==> config.mk <==
export PLATFORM = sky130hd
export DESIGN_NAME = mtr_top
export DESIGN_NICKNAME = d
export VERILOG_FILES = /design/src/rtl/mtr_pkg.sv /design/src/rtl/mtr_wr_check.sv /design/src/rtl/mtr_pair.sv /design/src/rtl/mtr_resolve.sv /design/src/rtl/mtr_top.sv
export SDC_FILE = /design/constraint.sdc
export NUM_CORES = 2
export LEC_CHECK = 0
export BUFFER_PORTS_ARGS = -buffer_cell sky130_fd_sc_hd__buf_2
export CAP_MARGIN = 20
export CORE_MARGIN = 3
export CORE_UTILIZATION = 45
export CTS_BUF_LIST = sky130_fd_sc_hd__clkbuf_8
export CTS_CLUSTER_SIZE = 28
export DETAILED_ROUTE_END_ITERATION = 8
export GPL_ROUTABILITY_DRIVEN = 0
export PLACE_DENSITY = 0.69
export SLEW_MARGIN = 0
export SYNTH_ARGS = -nofsm -noshare
export SYNTH_HDL_FRONTEND = slang
export SYNTH_SLANG_ARGS = --single-unit
export TNS_END_PERCENT = 100
==> constraint.sdc <==
create_clock -name clk_i -period 5 [get_ports clk_i]
set_input_delay 1.25 -clock clk_i [delete_from_list [all_inputs] [get_ports clk_i]]
set_output_delay 1.25 -clock clk_i [all_outputs]
set_load 0.005 [all_outputs]
==> src/rtl/mtr_pkg.sv <==
// Package: shared encodings for the variable range memory type matcher.
// Assumes: memory types are 8-bit codes; only 0, 4 and 6 have special
// meaning during overlap resolution.
package mtr_pkg;

    typedef enum logic [1:0] {
        KIND_BASE = 2'd0,
        KIND_MASK = 2'd1,
        KIND_DFLT = 2'd2,
        KIND_NONE = 2'd3
    } wr_kind_e;

    localparam logic [7:0] MT_UC = 8'd0;
    localparam logic [7:0] MT_WT = 8'd4;
    localparam logic [7:0] MT_WB = 8'd6;

endpackage

==> src/rtl/mtr_wr_check.sv <==
// Module: mtr_wr_check
// Screens a register write for bits that must be zero, given the target kind.
// Assumes: PG_LSB > TYPE_W, so a gap of reserved bits sits between the type
// field and the page field of a base register; the valid flag is at PG_LSB-1.
module mtr_wr_check
    import mtr_pkg::*;
#(
    parameter int DATA_W = 64,
    parameter int PA_W   = 40,
    parameter int PG_LSB = 12,
    parameter int TYPE_W = 8
) (
    input  logic [1:0]        kind_i,
    input  logic [DATA_W-1:0] data_i,
    output logic              legal_o
);
    logic upper_clear;
    logic base_gap_clear;
    logic mask_low_clear;
    logic dflt_clear;

    // Purpose: compute each reserved-field test independently.
    always_comb begin
        upper_clear    = (data_i[DATA_W-1:PA_W] == '0);
        base_gap_clear = (data_i[PG_LSB-1:TYPE_W] == '0);
        mask_low_clear = (data_i[PG_LSB-2:0] == '0);
        dflt_clear     = (data_i[DATA_W-1:TYPE_W] == '0);
    end

    // Purpose: pick the test set that applies to the selected kind.
    always_comb begin
        unique case (wr_kind_e'(kind_i))
            KIND_BASE: legal_o = upper_clear && base_gap_clear;
            KIND_MASK: legal_o = upper_clear && mask_low_clear;
            KIND_DFLT: legal_o = dflt_clear;
            default:   legal_o = 1'b0;
        endcase
    end

endmodule

==> src/rtl/mtr_pair.sv <==
// Module: mtr_pair
// Holds one base/mask range and reports whether a page-frame number hits it.
// Assumes: write enables are already qualified by the legality check; the
// compare always spans the full page field.
module mtr_pair #(
    parameter int PFN_W  = 28,
    parameter int TYPE_W = 8
) (
    input  logic              clk_i,
    input  logic              rst_ni,
    input  logic              base_we_i,
    input  logic              mask_we_i,
    input  logic [PFN_W-1:0]  wr_pfn_i,
    input  logic [TYPE_W-1:0] wr_type_i,
    input  logic              wr_valid_i,
    input  logic [PFN_W-1:0]  lk_pfn_i,
    output logic              hit_o,
    output logic [TYPE_W-1:0] type_o
);
    logic [PFN_W-1:0]  base_q;
    logic [PFN_W-1:0]  mask_q;
    logic [TYPE_W-1:0] type_q;
    logic              valid_q;

    // Purpose: store the base half (page field and type).
    always_ff @(posedge clk_i) begin
        if (!rst_ni) begin
            base_q <= '0;
            type_q <= '0;
        end else if (base_we_i) begin
            base_q <= wr_pfn_i;
            type_q <= wr_type_i;
        end
    end

    // Purpose: store the mask half (page mask and valid flag).
    always_ff @(posedge clk_i) begin
        if (!rst_ni) begin
            mask_q  <= '0;
            valid_q <= 1'b0;
        end else if (mask_we_i) begin
            mask_q  <= wr_pfn_i;
            valid_q <= wr_valid_i;
        end
    end

    // Purpose: masked compare of the lookup frame against the base.
    always_comb begin
        hit_o  = valid_q && ((lk_pfn_i & mask_q) == (base_q & mask_q));
        type_o = type_q;
    end

endmodule

==> src/rtl/mtr_resolve.sv <==
// Module: mtr_resolve
// Merges the per-range hits into one memory type.
// Rules: no hit -> fallback; any UC -> UC; one shared type -> that type;
// only WT and WB -> WT; anything else -> UC.
// Assumes: types arrive flattened, range i in bits [i*TYPE_W +: TYPE_W].
module mtr_resolve
    import mtr_pkg::*;
#(
    parameter int NUM_PAIRS = 8,
    parameter int TYPE_W    = 8
) (
    input  logic [NUM_PAIRS-1:0]        hit_i,
    input  logic [NUM_PAIRS*TYPE_W-1:0] types_i,
    input  logic [TYPE_W-1:0]           dflt_i,
    output logic [TYPE_W-1:0]           type_o
);
    logic              any_hit;
    logic              any_uc;
    logic              all_same;
    logic              only_wt_wb;
    logic [TYPE_W-1:0] first_type;

    // Purpose: scan the hit ranges and collect the resolution flags.
    always_comb begin
        any_hit    = 1'b0;
        any_uc     = 1'b0;
        all_same   = 1'b1;
        only_wt_wb = 1'b1;
        first_type = '0;
        for (int i = 0; i < NUM_PAIRS; i++) begin
            if (hit_i[i]) begin
                if (types_i[i*TYPE_W +: TYPE_W] == TYPE_W'(MT_UC)) begin
                    any_uc = 1'b1;
                end
                if ((types_i[i*TYPE_W +: TYPE_W] != TYPE_W'(MT_WT)) &&
                    (types_i[i*TYPE_W +: TYPE_W] != TYPE_W'(MT_WB))) begin
                    only_wt_wb = 1'b0;
                end
                if (!any_hit) begin
                    first_type = types_i[i*TYPE_W +: TYPE_W];
                end else if (types_i[i*TYPE_W +: TYPE_W] != first_type) begin
                    all_same = 1'b0;
                end
                any_hit = 1'b1;
            end
        end
    end

    // Purpose: apply the precedence order to the flags.
    always_comb begin
        if (!any_hit) begin
            type_o = dflt_i;
        end else if (any_uc) begin
            type_o = TYPE_W'(MT_UC);
        end else if (all_same) begin
            type_o = first_type;
        end else if (only_wt_wb) begin
            type_o = TYPE_W'(MT_WT);
        end else begin
            type_o = TYPE_W'(MT_UC);
        end
    end

endmodule

==> src/rtl/mtr_top.sv <==
// Module: mtr_top
// Variable range memory type matcher: NUM_PAIRS base/mask ranges, a fallback
// type register, a screened write port and a one-cycle lookup.
// Assumes: lookups see register contents as of the request edge; a write
// and a lookup in the same cycle give the pre-write answer.
module mtr_top
    import mtr_pkg::*;
#(
    parameter int NUM_PAIRS = 8,
    parameter int DATA_W    = 64,
    parameter int PA_W      = 40,
    parameter int PG_LSB    = 12,
    parameter int TYPE_W    = 8,
    localparam int PFN_W    = PA_W - PG_LSB,
    localparam int IDX_W    = $clog2(NUM_PAIRS)
) (
    input  logic              clk_i,
    input  logic              rst_ni,
    input  logic              wr_en_i,
    input  logic [1:0]        wr_kind_i,
    input  logic [IDX_W-1:0]  wr_pair_i,
    input  logic [DATA_W-1:0] wr_data_i,
    output logic              wr_fault_o,
    input  logic              lk_valid_i,
    input  logic [PFN_W-1:0]  lk_pfn_i,
    output logic              lk_valid_o,
    output logic [TYPE_W-1:0] lk_type_o
);
    logic                        wr_legal;
    logic                        wr_ok;
    logic [NUM_PAIRS-1:0]        hit_vec;
    logic [NUM_PAIRS*TYPE_W-1:0] type_flat;
    logic [TYPE_W-1:0]           dflt_q;
    logic [TYPE_W-1:0]           resolved;
    logic                        fault_q;
    logic                        lk_valid_q;
    logic [TYPE_W-1:0]           lk_type_q;

    mtr_wr_check #(
        .DATA_W (DATA_W),
        .PA_W   (PA_W),
        .PG_LSB (PG_LSB),
        .TYPE_W (TYPE_W)
    ) wr_check_i (
        .kind_i  (wr_kind_i),
        .data_i  (wr_data_i),
        .legal_o (wr_legal)
    );

    // Purpose: a write takes effect only when strobed and legal.
    always_comb wr_ok = wr_en_i && wr_legal;

    for (genvar g = 0; g < NUM_PAIRS; g++) begin : g_pair
        logic base_we;
        logic mask_we;

        // Purpose: decode the range index and kind into this range's enables.
        always_comb begin
            base_we = wr_ok && (wr_pair_i == IDX_W'(g)) &&
                      (wr_kind_e'(wr_kind_i) == KIND_BASE);
            mask_we = wr_ok && (wr_pair_i == IDX_W'(g)) &&
                      (wr_kind_e'(wr_kind_i) == KIND_MASK);
        end

        mtr_pair #(
            .PFN_W  (PFN_W),
            .TYPE_W (TYPE_W)
        ) pair_i (
            .clk_i      (clk_i),
            .rst_ni     (rst_ni),
            .base_we_i  (base_we),
            .mask_we_i  (mask_we),
            .wr_pfn_i   (wr_data_i[PA_W-1:PG_LSB]),
            .wr_type_i  (wr_data_i[TYPE_W-1:0]),
            .wr_valid_i (wr_data_i[PG_LSB-1]),
            .lk_pfn_i   (lk_pfn_i),
            .hit_o      (hit_vec[g]),
            .type_o     (type_flat[g*TYPE_W +: TYPE_W])
        );
    end

    // Purpose: fallback type register, returned when no range hits.
    always_ff @(posedge clk_i) begin
        if (!rst_ni) begin
            dflt_q <= '0;
        end else if (wr_ok && (wr_kind_e'(wr_kind_i) == KIND_DFLT)) begin
            dflt_q <= wr_data_i[TYPE_W-1:0];
        end
    end

    mtr_resolve #(
        .NUM_PAIRS (NUM_PAIRS),
        .TYPE_W    (TYPE_W)
    ) resolve_i (
        .hit_i   (hit_vec),
        .types_i (type_flat),
        .dflt_i  (dflt_q),
        .type_o  (resolved)
    );

    // Purpose: one-cycle fault pulse after a rejected write.
    always_ff @(posedge clk_i) begin
        if (!rst_ni) begin
            fault_q <= 1'b0;
        end else begin
            fault_q <= wr_en_i && !wr_legal;
        end
    end

    // Purpose: register the lookup answer with one clock of latency.
    always_ff @(posedge clk_i) begin
        if (!rst_ni) begin
            lk_valid_q <= 1'b0;
            lk_type_q  <= '0;
        end else begin
            lk_valid_q <= lk_valid_i;
            if (lk_valid_i) begin
                lk_type_q <= resolved;
            end
        end
    end

    assign wr_fault_o = fault_q;
    assign lk_valid_o = lk_valid_q;
    assign lk_type_o  = lk_type_q;

endmodule

# == Yosys cells after proc, flatten, opt, wreduce, memory -nomap -nowiden ==
# Cells that the tools add are included.
# totals
regBits,538
out_inout_bits,10
input_bits,101
word_cells,233
# classes
bitwise_logic,16
eq_ne,40
n_reduce_logical,60
n_mux,81
# ops
cell,count
$and A28 B28 Y28,16
$eq A28 B28 Y1,8
$mux W8,18
$ne A8 B3 Y1 const B,16
$logic_not A8 Y1,8
$mux W1,61
$logic_not A56 Y1,1
$ne A8 B8 Y1,7
$logic_and A1 B1 Y1,45
$logic_not A24 Y1,1
$eq A3 B3 Y1 const B,4
$logic_not A11 Y1,1
$eq A3 B2 Y1 const B,2
$logic_not A4 Y1,1
$eq A3 B1 Y1 const B,1
$logic_not A3 Y1,1
$mux W3,1
$pmux W1 S3,1
$eq A2 B1 Y1 const B,1
$eq A2 B2 Y1 const B,1
$logic_not A2 Y1,1
$logic_not A1 Y1,1

# == Longest topological paths before layout ==
# depth
depth_word,29
depth_mapped,18
mapped_depth_nobuf,13

# == Cells and area by module ==
# A second synthesis with hierarchy kept.
# hier_totals
cells_unflattened,2473
hier_area_um2,25609.6
# by_module_without_submodules
module,seq_area_each_um2,instances,cells_per_inst,area_each_um2
mtr_pair,1301.2,8,255,2820.2
mtr_resolve,0.0,1,312,2035.7
mtr_top,360.3,1,96,847.1
mtr_wr_check,0.0,1,25,165.2

# == Worst setup path after synthesis ==
# No wires, ideal clock.
# synth_path
kind,input to register
from,input lk_pfn_i[16]
to,"register lk_type_q[3], in the netlist lk_type_o[3]"
t_required_ps,4940
arrival_ps,4778
cell_stages,17
setup_ps,60
n_path_buf,5
path_slack_ps,162
path_cell_list,buf_2 -> xor2_1 -> a222oi_1 -> nand3_2 -> or4_1 -> buf_2 -> nor4bb_1 -> buf_6 -> nor4b_4 -> buf_6 -> a311o_1 -> o211ai_2 -> nand4_1 -> o41a_1 -> buf_6 -> nor4b_2 -> o221a_1
# synth_via
elab_chain_len,29
word_cells_on_any_way,93
classes_between,eq/ne (15); mux (62); bitwise (8); reduce/logical (8)
# synth_lines
item,line_no,rtl
start: declaration,mtr_top.sv:25,"input logic [PFN_W-1:0] lk_pfn_i,"
$and A28 B28 Y28,mtr_pair.sv:49,hit_o = valid_q && ((lk_pfn_i & mask_q) == (base_q & mask_q));
$eq A28 B28 Y1,mtr_pair.sv:49,
$logic_and A1 B1 Y1,mtr_pair.sv:49,
$mux W8,mtr_resolve.sv:31,if (hit_i[i]) begin
$ne A8 B8 Y1,mtr_resolve.sv:41,end else if (types_i[i*TYPE_W +: TYPE_W] != first_type) begin
$mux W1,mtr_resolve.sv:41,
$mux W1,mtr_resolve.sv:39,if (!any_hit) begin
$mux W1,mtr_resolve.sv:31,
(+13 left out),n/a,
$mux W1,mtr_resolve.sv:39,
$mux W1,mtr_resolve.sv:31,
$mux W1,mtr_resolve.sv:41,
$mux W1,mtr_resolve.sv:39,
$mux W1,mtr_resolve.sv:31,
$mux W8,mtr_resolve.sv:55,end else if (all_same) begin
$mux W8,mtr_resolve.sv:53,end else if (any_uc) begin
$mux W8 *,mtr_resolve.sv:51,if (!any_hit) begin
end signal: assignment,mtr_top.sv:118,lk_type_q <= resolved;
end: declaration,mtr_top.sv:37,logic [TYPE_W-1:0] lk_type_q;
# Mark *: on every way between the ends. The rest lies on a longest branch, timed or not.
# A chain may end at the register's enable or synchronous reset.

# == Worst setup path after layout ==
# layout_path
from,input lk_pfn_i[25]
to,"register lk_type_q[3], in the netlist lk_type_o[3]"
# Same word-level chain as after synthesis.

==> metrics.log <==
[metrics] clock buffer count from CTS: slightly below 90
[metrics] Post-Synthesis Cell Area: around 27,000 um2
[metrics] floorplan core area: between 50,000 and 60,000 um2
[metrics] initial core utilization: between 40 and 50%
[metrics] IO Port Bufs: 110
[metrics] max-cap viol count: 0
[metrics] Main synth FF type: dfxtp_1
[metrics] CTS max path bufs: 3
[metrics] Skew-Pair Late Insertion Delay: slightly below 0.7 ns
[metrics] RSZ-0062 raised after global routing: no
[metrics] CP delay by family, top: simple AND/OR/NAND/NOR gates
[metrics] pin count of the biggest net entering global routing: 150
[metrics] TritonCTS clock tree: done
[metrics] endpoint of the worst register-to-register path: lk_type_o[3]$_SDFFE_PN0P_
[metrics] area grow syn2layout: 15.24%
[metrics] hold-critical path depth: 2
[metrics] leading post-synthesis cells by cell area: dfxtp_1, nand2_1, a21boi_0
[metrics] startpoint types: input pin
[metrics] die area: ~63,000 um2
[metrics] global-route wire length before repair: ~150 mm
[metrics] pwr/cell area: roughly 280 nW/um2
[metrics] layout cell share with drive strength beyond 1: about 14%
[metrics] FF+latch count, synth: approximately 540
[metrics] launch instance of the worst min-delay path: g_pair[7].pair_i.mask_q[18]$_SDFFE_PN0P_
[metrics] sum of net half-perimeters after detailed placement: 66.08 mm
[metrics] Final Core Density: 53.11%
[metrics] number of buffers and inverters on the critical path: 3
[metrics] Max Clock Skew: between 0.015 and 0.02 ns
[metrics] Post-layout nets: 3,699
[metrics] register area share after synthesis: between 40 and 50%
[metrics] number of H-tree levels: 3
[metrics] syn nets: roughly 3,500
[metrics] Placed Cells: between 4,000 and 5,000
[metrics] Congestion Overflow GR: 0
[metrics] buffers inserted during post-CTS setup optimization: 0
[metrics] wirelength, routed: around 100 mm
[metrics] crit path launch: lk_pfn_i[25]
[metrics] data arrival time of the critical path: roughly 5.5 ns
[metrics] worst relative slew slack: between 30 and 40%
[metrics] worst path required time: 5.62 ns
[metrics] average footprint of a synthesized cell: around 7.8 um2
[metrics] most frequent CP cell: nor4_1
[metrics] maximum fanout along the worst path: 8
[metrics] total global routing track utilization: 30.35%
[metrics] endpoint kind of the worst setup timing path: flop
[metrics] Slowest Stage Delay on Critical Path: between 0.6 and 0.7 ns
[metrics] vias per cell: roughly 5.8
[metrics] number of global-route vias before repair: ~23,000
[metrics] detail-routed net length per standard cell: approximately 22 um
[metrics] Max VDD drop: about 0.29 mV
[metrics] Root Buffer Master: clkbuf_8
[metrics] antenna violations before repair: 7
[metrics] number of endpoints failing setup at the final stage: 0
[metrics] number of flops mapped to enable cells by yosys: 0
[metrics] Gates resized, CTS repair: 0
[metrics] die outline width: between 200 and 300 um
[metrics] FFs w/ async S/R, synth: 0%
[metrics] post-synthesis instance total: between 3,000 and 4,000
[metrics] total of fill cells in the finished design: around 5,600
[metrics] static leakage: 0.01147 uW
[metrics] endpoint with the worst hold slack: g_pair[7].pair_i.mask_q[18]$_SDFFE_PN0P_
[metrics] outcome: completed
[metrics] reg2reg setup slack: between 0.6 and 0.7 ns
[metrics] vertical die dimension: around 250 um
[metrics] Detailed Routing Iterations Pass 1: 6
[metrics] count of synthesis-stage warnings from yosys: 0
[metrics] Yosys top cell area share: 40.05%
[metrics] top cell types by occurrence after synthesis: nand2_1, dfxtp_1, a21boi_0
[metrics] most numerous cell in the Yosys netlist: nand2_1
[metrics] number of cells on the critical path: 16
[metrics] final-report hold violation count: 0
[metrics] Clock transition at path regs: roughly 0.060 ns
[metrics] number of non-filler instances in the completed layout: about 4,400
[metrics] ordered cell list for the critical path: buf_2 -> xor2_1 -> a22oi_1 -> nand4_1 -> nor4_1 -> buf_12 -> nand4b_1 -> buf_4 -> o221a_2 -> xnor2_1 -> nor4_1 -> a21oi_1 -> nor4_1 -> o221a_2 -> nor4b_2 -> o221a_1
[metrics] Max Transition Viols Final: 0
[metrics] row count: 88
[metrics] worst-path cell with the longest stage delay: nor4_1
[metrics] Netlist cell types: between 60 and 70
[metrics] slew at the pin closest to its max-slew limit: a little under 1 ns
[metrics] minimum clock period: between 4 and 5 ns
[metrics] Hold/Removal Path Class: flop to flop
[metrics] leading area contributor after synthesis: dfxtp_1
[metrics] number of sinks handled by clock tree synthesis: ~540
[metrics] total number of vias: roughly 26,000
[metrics] launch point of the worst reg-to-reg path: g_pair[1].pair_i.base_q[18]$_SDFFE_PN0P_
[metrics] final clock period utilization by the worst path: 96.59%
[metrics] count of cells along the worst register-to-register path: 15
[metrics] post-route ant nets: 0
[metrics] critical path class: input pin to flop
[metrics] DRC: 0
[metrics] number of top-level design ports: 111
[metrics] DRC marker count from the first detailed-route iteration: roughly 3,100
[metrics] upper clock frequency limit: 207.1 MHz
[metrics] number of hold buffers added after cts: 0
==> per-layer routing <==
| metal | global-route usage (%) | share of wire [%] | vias up |
|---|---|---|---|
| met5 | 0 | 0.013 | - |
| met4 | 14.11 | 5.2 | 2 |
| met3 | 6.614 | 11 | 270 |
| met2 | 44.82 | 42 | 1292 |
| met1 | 42.14 | 42 | 12060 |
| li1 | - | - | 11890 |
==> cell type report <==
type	count	area (um2)	area share, %
multi-input combinational	2590	14900	48.08
sequential	538	10770	34.75
timing repair buffer	349	2530	8.163
clock buffer	112	1541	4.974
tap	765	957.2	3.088
clock inverter	38	158.9	0.5127
inverter	32	120.1	0.3875
antenna	6	15.01	0.04844
==> where the power goes <==
| part | internal (uW) | switching (uW) | total (uW) | leakage, uW |
|---|---|---|---|---|
| logic | 207 | 409 | 616 | 0.00614 |
| registers | 4290 | 2.01 | 4290 | 0.00433 |
| clock network | 1990 | 1790 | 3780 | 0.000998 |
| total | 6490 | 2200 | 8690 | 0.0115 |
==> worst min-delay path, stage by stage (launching register included) <==
cell      delay, ns
dfxtp_1        0.31
nand2_1        0.05
a21boi_0       0.06
==> registers in the layout, indices dropped and copies added (netlist names) <==
register and flops:
g_pair.pair_i.base_q 224, g_pair.pair_i.mask_q 224, g_pair.pair_i.type_o 64, dflt_q 8
g_pair.pair_i.valid_q 8, lk_type_o 8, lk_valid_o 1, wr_fault_o 1
==> kinds of logic (layout without fill, tap and decap cells) <==
group	Yosys count	after routing	share of synthesized area, %
other	0	6	0
AND/OR/NAND/NOR	1509	1509	23.68
AO/OA/AOI/OAI	784	784	21.73
XOR/XNOR	272	272	8.858
flip-flops	538	538	40.05
multiplexers	25	25	0.9351
buffers and inverters	316	531	4.745
==> cells in the final DEF (no fill, tap or decap), types with 64 or more instances in the layout <==
cell type,instances
nand4_1,89
a22oi_1,142
xor2_1,237
clkbuf_8,112
buf_2,109
dfxtp_1,538
a21boi_0,523
inv_1,64
buf_4,225
nand2_1,1171
==> worst max path at each step <==
stage	endpoint	slack, ns
after floorplan	lk_type_o[3]$_SDFFE_PN0P_	0.16
after global placement	lk_type_o[3]$_SDFFE_PN0P_	-0.40
after detailed placement	lk_type_o[2]$_SDFFE_PN0P_	-0.36
after CTS	lk_type_o[3]$_SDFFE_PN0P_	0.35
after global routing	lk_type_o[3]$_SDFFE_PN0P_	0.07
final	lk_type_o[3]$_SDFFE_PN0P_	0.17
==> stage by stage <==
step	cell area (um2)	power, uW	hold slack [ns]	TNS (ns)	setup WS, ns
final	30990	8688	0.4616	0	0.1704
after global routing	30990	8934	0.4806	0	0.07321
after CTS	30980	8705	0.4628	0	0.3535
after detailed placement	29280	4980	0.4546	-2.479	-0.3562
after global placement	29280	4981	0.4482	-2.835	-0.3988
after floorplan	26890	4660	0.4407	0	0.1621
No activity file was read; power rests on OpenSTA's default activity.
